`src/rtl/sag_pkg.sv`:
```
`timescale 1ns/1ps
// Shared encodings for the sector authentication gate.
// Assumes a 2-bit operation code and a 2-bit level code at the block edge.
package sag_pkg;
    typedef enum logic [1:0] {
        OP_READ  = 2'b00,
        OP_WRITE = 2'b01,
        OP_VALUE = 2'b10,
        OP_RSVD  = 2'b11
    } access_op_e;

    // Level code that enables key sharing across sectors
    localparam logic [1:0] LVL_AES = 2'b11;
endpackage

```
`src/rtl/sag_key_table.sv`:
```
`timescale 1ns/1ps
// Per-sector key descriptor table: one identifier code for key A and one for
// key B in every sector. One write port, two combinational read ports.
// Assumes NUM_SECTORS is a power of two so every sector index is in range.
module sag_key_table #(
    parameter int NUM_SECTORS = 16,
    parameter int KEY_ID_W    = 4,
    localparam int SEC_W      = $clog2(NUM_SECTORS)
) (
    input  logic                clk,
    input  logic                rst_n,
    input  logic                wr_en,
    input  logic [SEC_W-1:0]    wr_sector,
    input  logic                wr_key_b,
    input  logic [KEY_ID_W-1:0] wr_key_id,
    input  logic [SEC_W-1:0]    rd_a_sector,
    input  logic                rd_a_key_b,
    output logic [KEY_ID_W-1:0] rd_a_key_id,
    input  logic [SEC_W-1:0]    rd_b_sector,
    input  logic                rd_b_key_b,
    output logic [KEY_ID_W-1:0] rd_b_key_id
);
    logic [KEY_ID_W-1:0] id_a_q [NUM_SECTORS];
    logic [KEY_ID_W-1:0] id_b_q [NUM_SECTORS];

    for (genvar g = 0; g < NUM_SECTORS; g++) begin : g_sector
        // Hold and update the two identifiers of sector g
        always_ff @(posedge clk) begin
            if (!rst_n) begin
                id_a_q[g] <= '0;
                id_b_q[g] <= '0;
            end else if (wr_en && (wr_sector == SEC_W'(g))) begin
                if (wr_key_b) id_b_q[g] <= wr_key_id;
                else          id_a_q[g] <= wr_key_id;
            end
        end
    end

    // Read port A: used to capture the identifier at authentication
    always_comb rd_a_key_id = rd_a_key_b ? id_b_q[rd_a_sector] : id_a_q[rd_a_sector];
    // Read port B: used to look up the target sector of a request
    always_comb rd_b_key_id = rd_b_key_b ? id_b_q[rd_b_sector] : id_a_q[rd_b_sector];

    AST_TBL_WRITE_A_LANDS: assert property (@(posedge clk) disable iff (!rst_n)
        (wr_en && !wr_key_b) |=> (id_a_q[$past(wr_sector)] == $past(wr_key_id)));
    AST_TBL_WRITE_B_LANDS: assert property (@(posedge clk) disable iff (!rst_n)
        (wr_en && wr_key_b) |=> (id_b_q[$past(wr_sector)] == $past(wr_key_id)));
endmodule

```
`src/rtl/sag_auth_context.sv`:
```
`timescale 1ns/1ps
// Authentication context of the current transaction: valid flag, sector,
// key type and the identifier captured from the table at authentication.
// Assumes fail/clear pulses take priority over a simultaneous success.
module sag_auth_context #(
    parameter int NUM_SECTORS = 16,
    parameter int KEY_ID_W    = 4,
    localparam int SEC_W      = $clog2(NUM_SECTORS)
) (
    input  logic                clk,
    input  logic                rst_n,
    input  logic                auth_ok,
    input  logic                auth_fail,
    input  logic                auth_clear,
    input  logic [SEC_W-1:0]    auth_sector,
    input  logic                auth_key_b,
    input  logic [KEY_ID_W-1:0] auth_key_id,
    output logic                ctx_valid,
    output logic [SEC_W-1:0]    ctx_sector,
    output logic                ctx_key_b,
    output logic [KEY_ID_W-1:0] ctx_key_id
);
    logic drop;

    // A failure or reset-authentication command ends the transaction
    always_comb drop = auth_fail || auth_clear;

    // Record or clear the context on authentication events
    always_ff @(posedge clk) begin
        if (!rst_n) begin
            ctx_valid  <= 1'b0;
            ctx_sector <= '0;
            ctx_key_b  <= 1'b0;
            ctx_key_id <= '0;
        end else if (drop) begin
            ctx_valid  <= 1'b0;
        end else if (auth_ok) begin
            ctx_valid  <= 1'b1;
            ctx_sector <= auth_sector;
            ctx_key_b  <= auth_key_b;
            ctx_key_id <= auth_key_id;
        end
    end

    AST_CLEAR_WINS: assert property (@(posedge clk) disable iff (!rst_n)
        (auth_fail || auth_clear) |=> !ctx_valid);
    AST_OK_RECORDS: assert property (@(posedge clk) disable iff (!rst_n)
        (auth_ok && !auth_fail && !auth_clear) |=>
            (ctx_valid && ctx_sector == $past(auth_sector) && ctx_key_b == $past(auth_key_b)));
    AST_CTX_HOLDS: assert property (@(posedge clk) disable iff (!rst_n)
        (!auth_ok && !auth_fail && !auth_clear) |=> $stable(ctx_key_id));
endmodule

```
`src/rtl/sag_access_decider.sv`:
```
`timescale 1ns/1ps
// Turns one access request into a registered grant/deny verdict.
// Assumes tgt_key_id is the table identifier of the request's sector for the
// recorded key type, so an identifier match also implies a key type match.
module sag_access_decider
    import sag_pkg::*;
#(
    parameter int NUM_SECTORS       = 16,
    parameter int BLOCKS_PER_SECTOR = 4,
    parameter int KEY_ID_W          = 4,
    localparam int SEC_W            = $clog2(NUM_SECTORS),
    localparam int BLK_W            = $clog2(BLOCKS_PER_SECTOR)
) (
    input  logic                clk,
    input  logic                rst_n,
    input  logic [1:0]          sec_level,
    input  logic                req_valid,
    input  logic [SEC_W-1:0]    req_sector,
    input  logic [BLK_W-1:0]    req_block,
    input  logic [1:0]          req_op,
    input  logic                ctx_valid,
    input  logic [SEC_W-1:0]    ctx_sector,
    input  logic [KEY_ID_W-1:0] ctx_key_id,
    input  logic [KEY_ID_W-1:0] tgt_key_id,
    output logic                resp_valid,
    output logic                resp_grant
);
    logic is_mfg_block;
    logic modifies;
    logic op_known;
    logic scope_ok;
    logic grant_d;

    // Classify the request
    always_comb begin
        is_mfg_block = (req_sector == '0) && (req_block == '0);
        modifies     = (req_op == OP_WRITE) || (req_op == OP_VALUE);
        op_known     = (req_op != OP_RSVD);
    end

    // Sector reach: shared key identity at the AES level, same sector otherwise
    always_comb begin
        if (sec_level == LVL_AES) scope_ok = (tgt_key_id == ctx_key_id);
        else                      scope_ok = (req_sector == ctx_sector);
    end

    // Combine all conditions into the next verdict
    always_comb grant_d = req_valid && ctx_valid && op_known
                          && !(is_mfg_block && modifies) && scope_ok;

    // Register the verdict
    always_ff @(posedge clk) begin
        if (!rst_n) begin
            resp_valid <= 1'b0;
            resp_grant <= 1'b0;
        end else begin
            resp_valid <= req_valid;
            resp_grant <= grant_d;
        end
    end

    AST_RESP_FOLLOWS_REQ: assert property (@(posedge clk) disable iff (!rst_n)
        req_valid |=> resp_valid);
    AST_NO_GRANT_WITHOUT_VALID: assert property (@(posedge clk) disable iff (!rst_n)
        !resp_valid |-> !resp_grant);
    AST_NO_CTX_DENY: assert property (@(posedge clk) disable iff (!rst_n)
        (req_valid && !ctx_valid) |=> !resp_grant);
    AST_MFG_BLOCK_LOCKED: assert property (@(posedge clk) disable iff (!rst_n)
        (req_valid && req_sector == '0 && req_block == '0
         && (req_op == OP_WRITE || req_op == OP_VALUE)) |=> !resp_grant);
    AST_RSVD_OP_DENY: assert property (@(posedge clk) disable iff (!rst_n)
        (req_valid && req_op == OP_RSVD) |=> !resp_grant);
    AST_LOW_LEVEL_ONE_SECTOR: assert property (@(posedge clk) disable iff (!rst_n)
        (req_valid && sec_level != LVL_AES && req_sector != ctx_sector) |=> !resp_grant);
endmodule

```
`src/rtl/sector_auth_gate.sv`:
```
`timescale 1ns/1ps
// Top of the multi-sector authentication access gate. Connects the key
// descriptor table, the transaction context and the verdict logic.
// Assumes at most one request per cycle and one-cycle event pulses.
module sector_auth_gate #(
    parameter int NUM_SECTORS       = 16,
    parameter int BLOCKS_PER_SECTOR = 4,
    parameter int KEY_ID_W          = 4,
    localparam int SEC_W            = $clog2(NUM_SECTORS),
    localparam int BLK_W            = $clog2(BLOCKS_PER_SECTOR)
) (
    input  logic                clk,
    input  logic                rst_n,
    input  logic [1:0]          sec_level,
    input  logic                tbl_wr_en,
    input  logic [SEC_W-1:0]    tbl_wr_sector,
    input  logic                tbl_wr_key_b,
    input  logic [KEY_ID_W-1:0] tbl_wr_key_id,
    input  logic                auth_ok,
    input  logic                auth_fail,
    input  logic                auth_clear,
    input  logic [SEC_W-1:0]    auth_sector,
    input  logic                auth_key_b,
    input  logic                req_valid,
    input  logic [SEC_W-1:0]    req_sector,
    input  logic [BLK_W-1:0]    req_block,
    input  logic [1:0]          req_op,
    output logic                resp_valid,
    output logic                resp_grant
);
    logic [KEY_ID_W-1:0] auth_key_id;
    logic [KEY_ID_W-1:0] tgt_key_id;
    logic                ctx_valid;
    logic [SEC_W-1:0]    ctx_sector;
    logic                ctx_key_b;
    logic [KEY_ID_W-1:0] ctx_key_id;

    sag_key_table #(
        .NUM_SECTORS (NUM_SECTORS),
        .KEY_ID_W    (KEY_ID_W)
    ) u_table (
        .clk         (clk),
        .rst_n       (rst_n),
        .wr_en       (tbl_wr_en),
        .wr_sector   (tbl_wr_sector),
        .wr_key_b    (tbl_wr_key_b),
        .wr_key_id   (tbl_wr_key_id),
        .rd_a_sector (auth_sector),
        .rd_a_key_b  (auth_key_b),
        .rd_a_key_id (auth_key_id),
        .rd_b_sector (req_sector),
        .rd_b_key_b  (ctx_key_b),
        .rd_b_key_id (tgt_key_id)
    );

    sag_auth_context #(
        .NUM_SECTORS (NUM_SECTORS),
        .KEY_ID_W    (KEY_ID_W)
    ) u_ctx (
        .clk         (clk),
        .rst_n       (rst_n),
        .auth_ok     (auth_ok),
        .auth_fail   (auth_fail),
        .auth_clear  (auth_clear),
        .auth_sector (auth_sector),
        .auth_key_b  (auth_key_b),
        .auth_key_id (auth_key_id),
        .ctx_valid   (ctx_valid),
        .ctx_sector  (ctx_sector),
        .ctx_key_b   (ctx_key_b),
        .ctx_key_id  (ctx_key_id)
    );

    sag_access_decider #(
        .NUM_SECTORS       (NUM_SECTORS),
        .BLOCKS_PER_SECTOR (BLOCKS_PER_SECTOR),
        .KEY_ID_W          (KEY_ID_W)
    ) u_decide (
        .clk        (clk),
        .rst_n      (rst_n),
        .sec_level  (sec_level),
        .req_valid  (req_valid),
        .req_sector (req_sector),
        .req_block  (req_block),
        .req_op     (req_op),
        .ctx_valid  (ctx_valid),
        .ctx_sector (ctx_sector),
        .ctx_key_id (ctx_key_id),
        .tgt_key_id (tgt_key_id),
        .resp_valid (resp_valid),
        .resp_grant (resp_grant)
    );

    AST_RESET_QUIET: assert property (@(posedge clk)
        !rst_n |=> (!resp_valid && !resp_grant));
endmodule

```
`config.mk`:
```
export PLATFORM = sky130hd
export DESIGN_NAME = sector_auth_gate
export DESIGN_NICKNAME = d
export VERILOG_FILES = /design/src/rtl/sag_pkg.sv /design/src/rtl/sag_key_table.sv /design/src/rtl/sag_auth_context.sv /design/src/rtl/sag_access_decider.sv /design/src/rtl/sector_auth_gate.sv
export SDC_FILE = /design/constraint.sdc
export NUM_CORES = 1
export LEC_CHECK = 0
export BUFFER_PORTS_ARGS = -buffer_cell sky130_fd_sc_hd__buf_4
export CORE_AREA = 2 2 129 131
export CTS_CLUSTER_SIZE = 24
export DETAILED_ROUTE_END_ITERATION = 7
export DIE_AREA = 0 0 131 133
export PLACE_DENSITY = 0.66
export SLEW_MARGIN = 20
export SYNTH_ARGS = -nofsm -noshare
export SYNTH_HDL_FRONTEND = slang
export SYNTH_SLANG_ARGS = --single-unit
```
`constraint.sdc`:
```
create_clock -name clk -period 2.8 [get_ports clk]
set_input_delay 0.14 -clock clk [delete_from_list [all_inputs] [get_ports clk]]
set_output_delay 0.14 -clock clk [all_outputs]
set_load 0.02 [all_outputs]
```
# Word-level counts from Yosys, hierarchy flattened

Memories as Yosys holds them, arrays and structs flattened.
Cells that the tools add are included.

Bits in registers: 12
RAM bits: 128
Output and inout port bits: 2
Logic and storage cells: 227
Memories kept: 2

Equal/unequal tests: 21
Mux-type cells: 134
Bitwise operators: 34
Reductions and logical operators: 30

Memory list:

| name           | depth | bits a word | rd ports | clocked after Yosys merged registers in | write ports | line                | RTL |
|---|---|---|---|---|---|---|---|
| u_table.id_a_q | 16    | 4           | 2        | 0                                       | 16          | sag_key_table.sv:23 | `logic [KEY_ID_W-1:0] id_a_q [NUM_SECTORS];` |
| u_table.id_b_q | 16    | 4           | 2        | 0                                       | 16          | sag_key_table.sv:24 | `logic [KEY_ID_W-1:0] id_b_q [NUM_SECTORS];` |

Operators with widths:

| operator                                             | number |
|---|---|
| two-way mux 4 bit                                    | 34 |
| two-way mux 1 bit                                    | 100 |
| equality test 4 bit (second input constant)          | 8 |
| bitwise OR 1 bit                                     | 32 |
| logical AND 1 bit                                    | 22 |
| equality test 4 x 3 -> 1 bit (second input constant) | 4 |
| equality test 4 x 2 -> 1 bit (second input constant) | 2 |
| equality test 4 bit                                  | 2 |
| zero test 4 bit                                      | 2 |
| equality test 2 bit (second input constant)          | 2 |
| equality test 4 x 1 -> 1 bit (second input constant) | 1 |
| equality test 2 x 1 -> 1 bit (second input constant) | 1 |
| zero test 2 bit                                      | 1 |
| logical OR 1 bit                                     | 2 |
| inequality test 2 bit (second input constant)        | 1 |
| NOT 1 bit                                            | 2 |
| AND reduction 2 bit                                  | 1 |
| OR reduction 2 bit                                   | 1 |
| zero test 1 bit                                      | 1 |

# Longest topological paths before layout

Depth in word-level cells: 6
Depth in mapped cells: 9
Gate-level depth less buffers: 7

# Cells and area by module

A second synthesis with hierarchy kept.

Cell total of the unflattened synthesis: 534
Area total of the unflattened synthesis: 7,781.2 um^2

Modules (own cells, without submodules):

| module             | instances | cells an instance | area each (um^2) | seq. area each (um^2) |
|---|---|---|---|---|
| sag_key_table      | 1         | 471               | 7,185.6          | 3,843.7 |
| sag_auth_context   | 1         | 43                | 409.1            | 200.2 |
| sag_access_decider | 1         | 20                | 186.4            | 40.0 |

# Worst setup path before layout

Ideal clock, no wire load.

Kind: input to register
From: in auth_sector[1]
To: reg u_ctx.ctx_key_id[0]
Library setup time: 0.116 ns
Arrival: 1.770 ns
Data required time: 2.684 ns
Slack: 0.914 ns
Cell stages on the path: 7
Buffers on the path: 2
Path through: clkbuf_1 clkbuf_1 mux4_2 mux4_2 mux2i_1 nand2_1 o211a_1

Longest elaborated chain between the ends: 2

Ends and longest elaborated chain:

| item                                          | line                   | RTL |
|---|---|---|
| start: declaration                            | sector_auth_gate.sv:22 | `input logic [SEC_W-1:0] auth_sector,` |
| memory (16 x 4 bit), on equally long branches | --                     |  |
| two-way mux 4 bit (*)                         | sag_key_table.sv:40    | `always_comb rd_a_key_id = rd_a_key_b ? id_b_q[rd_a_sector] : id_a_q[rd_a_sector];` |
| end signal: assignment                        | sag_auth_context.sv:41 | `ctx_key_id <= auth_key_id;` |
| end: declaration                              | sag_auth_context.sv:21 | `output logic [KEY_ID_W-1:0] ctx_key_id` |

Mark *: on every way between the ends. The rest lies on a longest branch, timed or not.
A chain may end at the register's enable or synchronous reset.

==> impl_results.md <==
* H-tree lvl count at 4
* DR iter-0 viols at 593
* Clock Tree Buf Depth at 2
* Setup TNS at 0 ns
* Drt drc at 0
* CP startpoint kind: register
* Max Cap Viol at 0
* Crit path max fanout at 2
* PortBufs at 32
* Worst setup EP type: register
* GP Congestion at around 0.94
* Total power at 5.22 mW
* Multi-input logic area at 0.00354 mm^2
* Synth Net Count at around 640
* Total grt overflow at 0
* Data arrival time of the worst path at 2.27 ns
* Reg-to-Reg Start: u_table.id_b_q[15][1]
* Crit path time final at 1.96 ns
* Post-cts resize count at 0
* Largest net degree at the start of global routing at 34
* Die W at 131 um
* Detail Route Antenna Nets at 0
* Most frequent cells in the layout: and2_1, edfxtp_1, mux2i_1, mux4_2, buf_4
* Final hold vios at 0
* Via Count at 5236
* Max IR drop VDD at 436 uV
* Row count at 47
* Pwr dens at around 600 mW/mm^2
* Routed length per placed instance at 24.3 um
* Share of cells above drive strength 1 at 18.2%
* Register Area at 0.00408 mm^2
* Final worst-path cycle share at a little over two thirds
* Most common cell after layout, fill and taps aside: and2_1
* Area Growth Syn to Fin at 11.9%
* IO Pins at 33
* CTS tree: yes
* Sequential share of the synthesized area at between 50 and 60%
* Reg-to-reg endpoint: u_ctx.ctx_key_id[1]
* Chip Height at ~130 um
* Worst clock skew at 0.00990 ns
* Initial antenna violation count at 0
* YS warnings at 0
* Unique masters post-synth at 38
* Reg2reg path depth at 5
* Final max-slew violation count at 0
* Mapped Cells at 612
* Diodes inserted at 0
* Initial Util at 48.8%
* Clock-pin slew of the registers on the worst-case setup and hold paths at 0.06 ns
* Hold Path Cell Cnt at 4
* CTS root buffer: clkbuf_16
* HPWL after detailed placement at 15.0 mm
* Slew HR at 31.5%
* Vias in the first global route at about 5200
* Slew @ Worst Pin at 1.02 ns
* Unrepaired setup endpoints after global routing: no
* Num CTS Buffers at 17
* First-pass GRT wire length at 31.4 mm
* Fill count at 1315
* Req. time, crit path at 3.11 ns
* Fmax at 511 MHz
* WL final at 20.9 mm
* LEAKAGE at 3.21 nW
* Latest clock arrival within the worst-skew pair at 0.42 ns
* DR pass1 iterations at 5
* Clock sink count at 140
* Hold EP: u_decide.resp_grant
* R2R Setup Slk at 0.84 ns
* Outcome: finished, final reports clean
* HP Class: in -> reg
* GR Util All Layers at 25.2%
* Area of the core at 0.0162 mm^2
* Synthesized area at about 0.0079 mm^2
* Classification of the worst setup path: reg -> reg
* Final Setup Violations at 0
* Hold Crit Start: sec_level[1]
* Nets at 657
* Register bit total from synthesis at 140
* Die ar. at 0.0174 mm^2
* DR vias/cell at 6.10
* Syn_area_per_cell at 12.9 um^2
==> critical path, stage by stage (launching register included) <==
cell and delay (ns):
edfxtp_1 0.47, mux4_2 0.50, mux4_2 0.49, mux2i_1 0.14, nand2_1 0.07, o211a_1 0.17
==> worst max-delay path by stage <==
stage	end	start	depth (start not counted)	slack, ns
floorplan	u_ctx.ctx_key_id[0]	auth_sector[1]	7	0.91
global placement	u_decide.resp_grant	req_sector[0]	9	0.55
detailed placement	u_decide.resp_grant	req_sector[0]	9	0.53
CTS	u_ctx.ctx_key_id[3]	u_table.id_a_q[6][3]	5	0.86
global route	u_decide.resp_grant	u_table.id_a_q[3][0]	7	0.75
finish	u_ctx.ctx_key_id[1]	u_table.id_b_q[15][1]	5	0.84
==> sequential cells by signal (all words and copies together), names as in the netlist <==
signal / count
u_decide.resp_valid: 1
u_ctx.ctx_key_b: 1
u_table.id_a_q: 64
u_ctx.ctx_key_id: 4
u_ctx.ctx_valid: 1
u_ctx.ctx_sector: 4
u_table.id_b_q: 64
u_decide.resp_grant: 1
==> cell type report <==
type	instances	share of cell area, %
clock buffers	20	4.95
clock inverters	12	1.39
multi-input cells	422	40.2
flip-flops and latches	140	46.3
well taps	220	3.12
repair buffers	44	4.11
==> routing by layer <==
metal	track usage, %	share of wire, %	vias up
li1	-	-	2321
met1	35.3	43	2654
met2	39.8	48	240
met3	6.27	8.1	21
met4	5.91	1.1	0
met5	0	0	-
==> Yosys cell counts <==
| master | instances | area share (%) |
|---|---|---|
| a2111o_1 | 1 | 0.14 |
| a21boi_0 | 2 | 0.19 |
| a21o_1 | 1 | 0.095 |
| a21oi_1 | 8 | 0.51 |
| a22oi_1 | 21 | 2.0 |
| a31oi_1 | 2 | 0.16 |
| and2_1 | 131 | 10 |
| and2b_1 | 1 | 0.095 |
| buf_1 | 1 | 0.048 |
| buf_2 | 4 | 0.25 |
| buf_4 | 9 | 0.86 |
| buf_6 | 5 | 0.71 |
| clkbuf_1 | 31 | 1.5 |
| dfxtp_1 | 12 | 3.0 |
| edfxtp_1 | 128 | 49 |
| ha_1 | 1 | 0.16 |
| mux2i_1 | 71 | 9.0 |
| mux4_2 | 45 | 13 |
| nand2_1 | 16 | 0.76 |
| nand2b_1 | 4 | 0.32 |
| nand3_1 | 10 | 0.63 |
| nand3b_1 | 5 | 0.48 |
| nand4_1 | 1 | 0.079 |
| nor2_1 | 35 | 1.7 |
| nor2_2 | 1 | 0.079 |
| nor2b_1 | 8 | 0.63 |
| nor2b_4 | 1 | 0.17 |
| nor3_1 | 1 | 0.063 |
| nor3b_1 | 1 | 0.095 |
| nor4_1 | 3 | 0.24 |
| nor4b_1 | 1 | 0.11 |
| o211a_1 | 4 | 0.51 |
| o21ai_0 | 34 | 2.2 |
| o21ai_1 | 2 | 0.13 |
| o31ai_1 | 1 | 0.095 |
| or3_1 | 2 | 0.16 |
| or3b_2 | 1 | 0.11 |
| xor2_1 | 7 | 0.78 |
==> metrics by stage <==
step / setup slack [ns] / instances / util, % / hold WS, ns / cell area, um^2
floorplan: 0.914 / 612 / - / 0.217 / 7890
global placement: 0.551 / 823 / 50.9 / 0.322 / 8240
detailed placement: 0.529 / 823 / 50.9 / 0.326 / 8240
CTS: 0.864 / 858 / 54.6 / 0.0341 / 8820
global route: 0.753 / 858 / 54.6 / 0.0810 / 8820
finish: 0.843 / 858 / 54.6 / 0.0479 / 8820
==> logic make-up (layout without fill, tap and decap cells) <==
| logic type | after synthesis | after routing | share of synthesized area (%) |
|---|---|---|---|
| buffers and inverters | 50 | 76 | 3.35 |
| DFF | 140 | 140 | 51.8 |
| AOI/OAI and AO/OA | 76 | 76 | 5.98 |
| muxes | 116 | 116 | 21.9 |
| and+or+nand+nor | 222 | 222 | 16.1 |
| xor gates and xnor gates | 7 | 7 | 0.777 |
| adders and majority gates | 1 | 1 | 0.159 |
==> what timing repair did <==
action | in CTS | in global routing
hold endpoints to repair | 2 | 0
hold buffers | 3 | 0
endpoints found under the setup margin | 0 | 0
buffers inserted | 0 | 0
==> power breakdown <==
group | switching, mW | internal, mW
Combinational | 0.308 | 0.261
Clock | 0.857 | 1.30
Sequential | 0.0905 | 2.40
Total | 1.26 | 3.96
(Power assumes the default switching activity.)
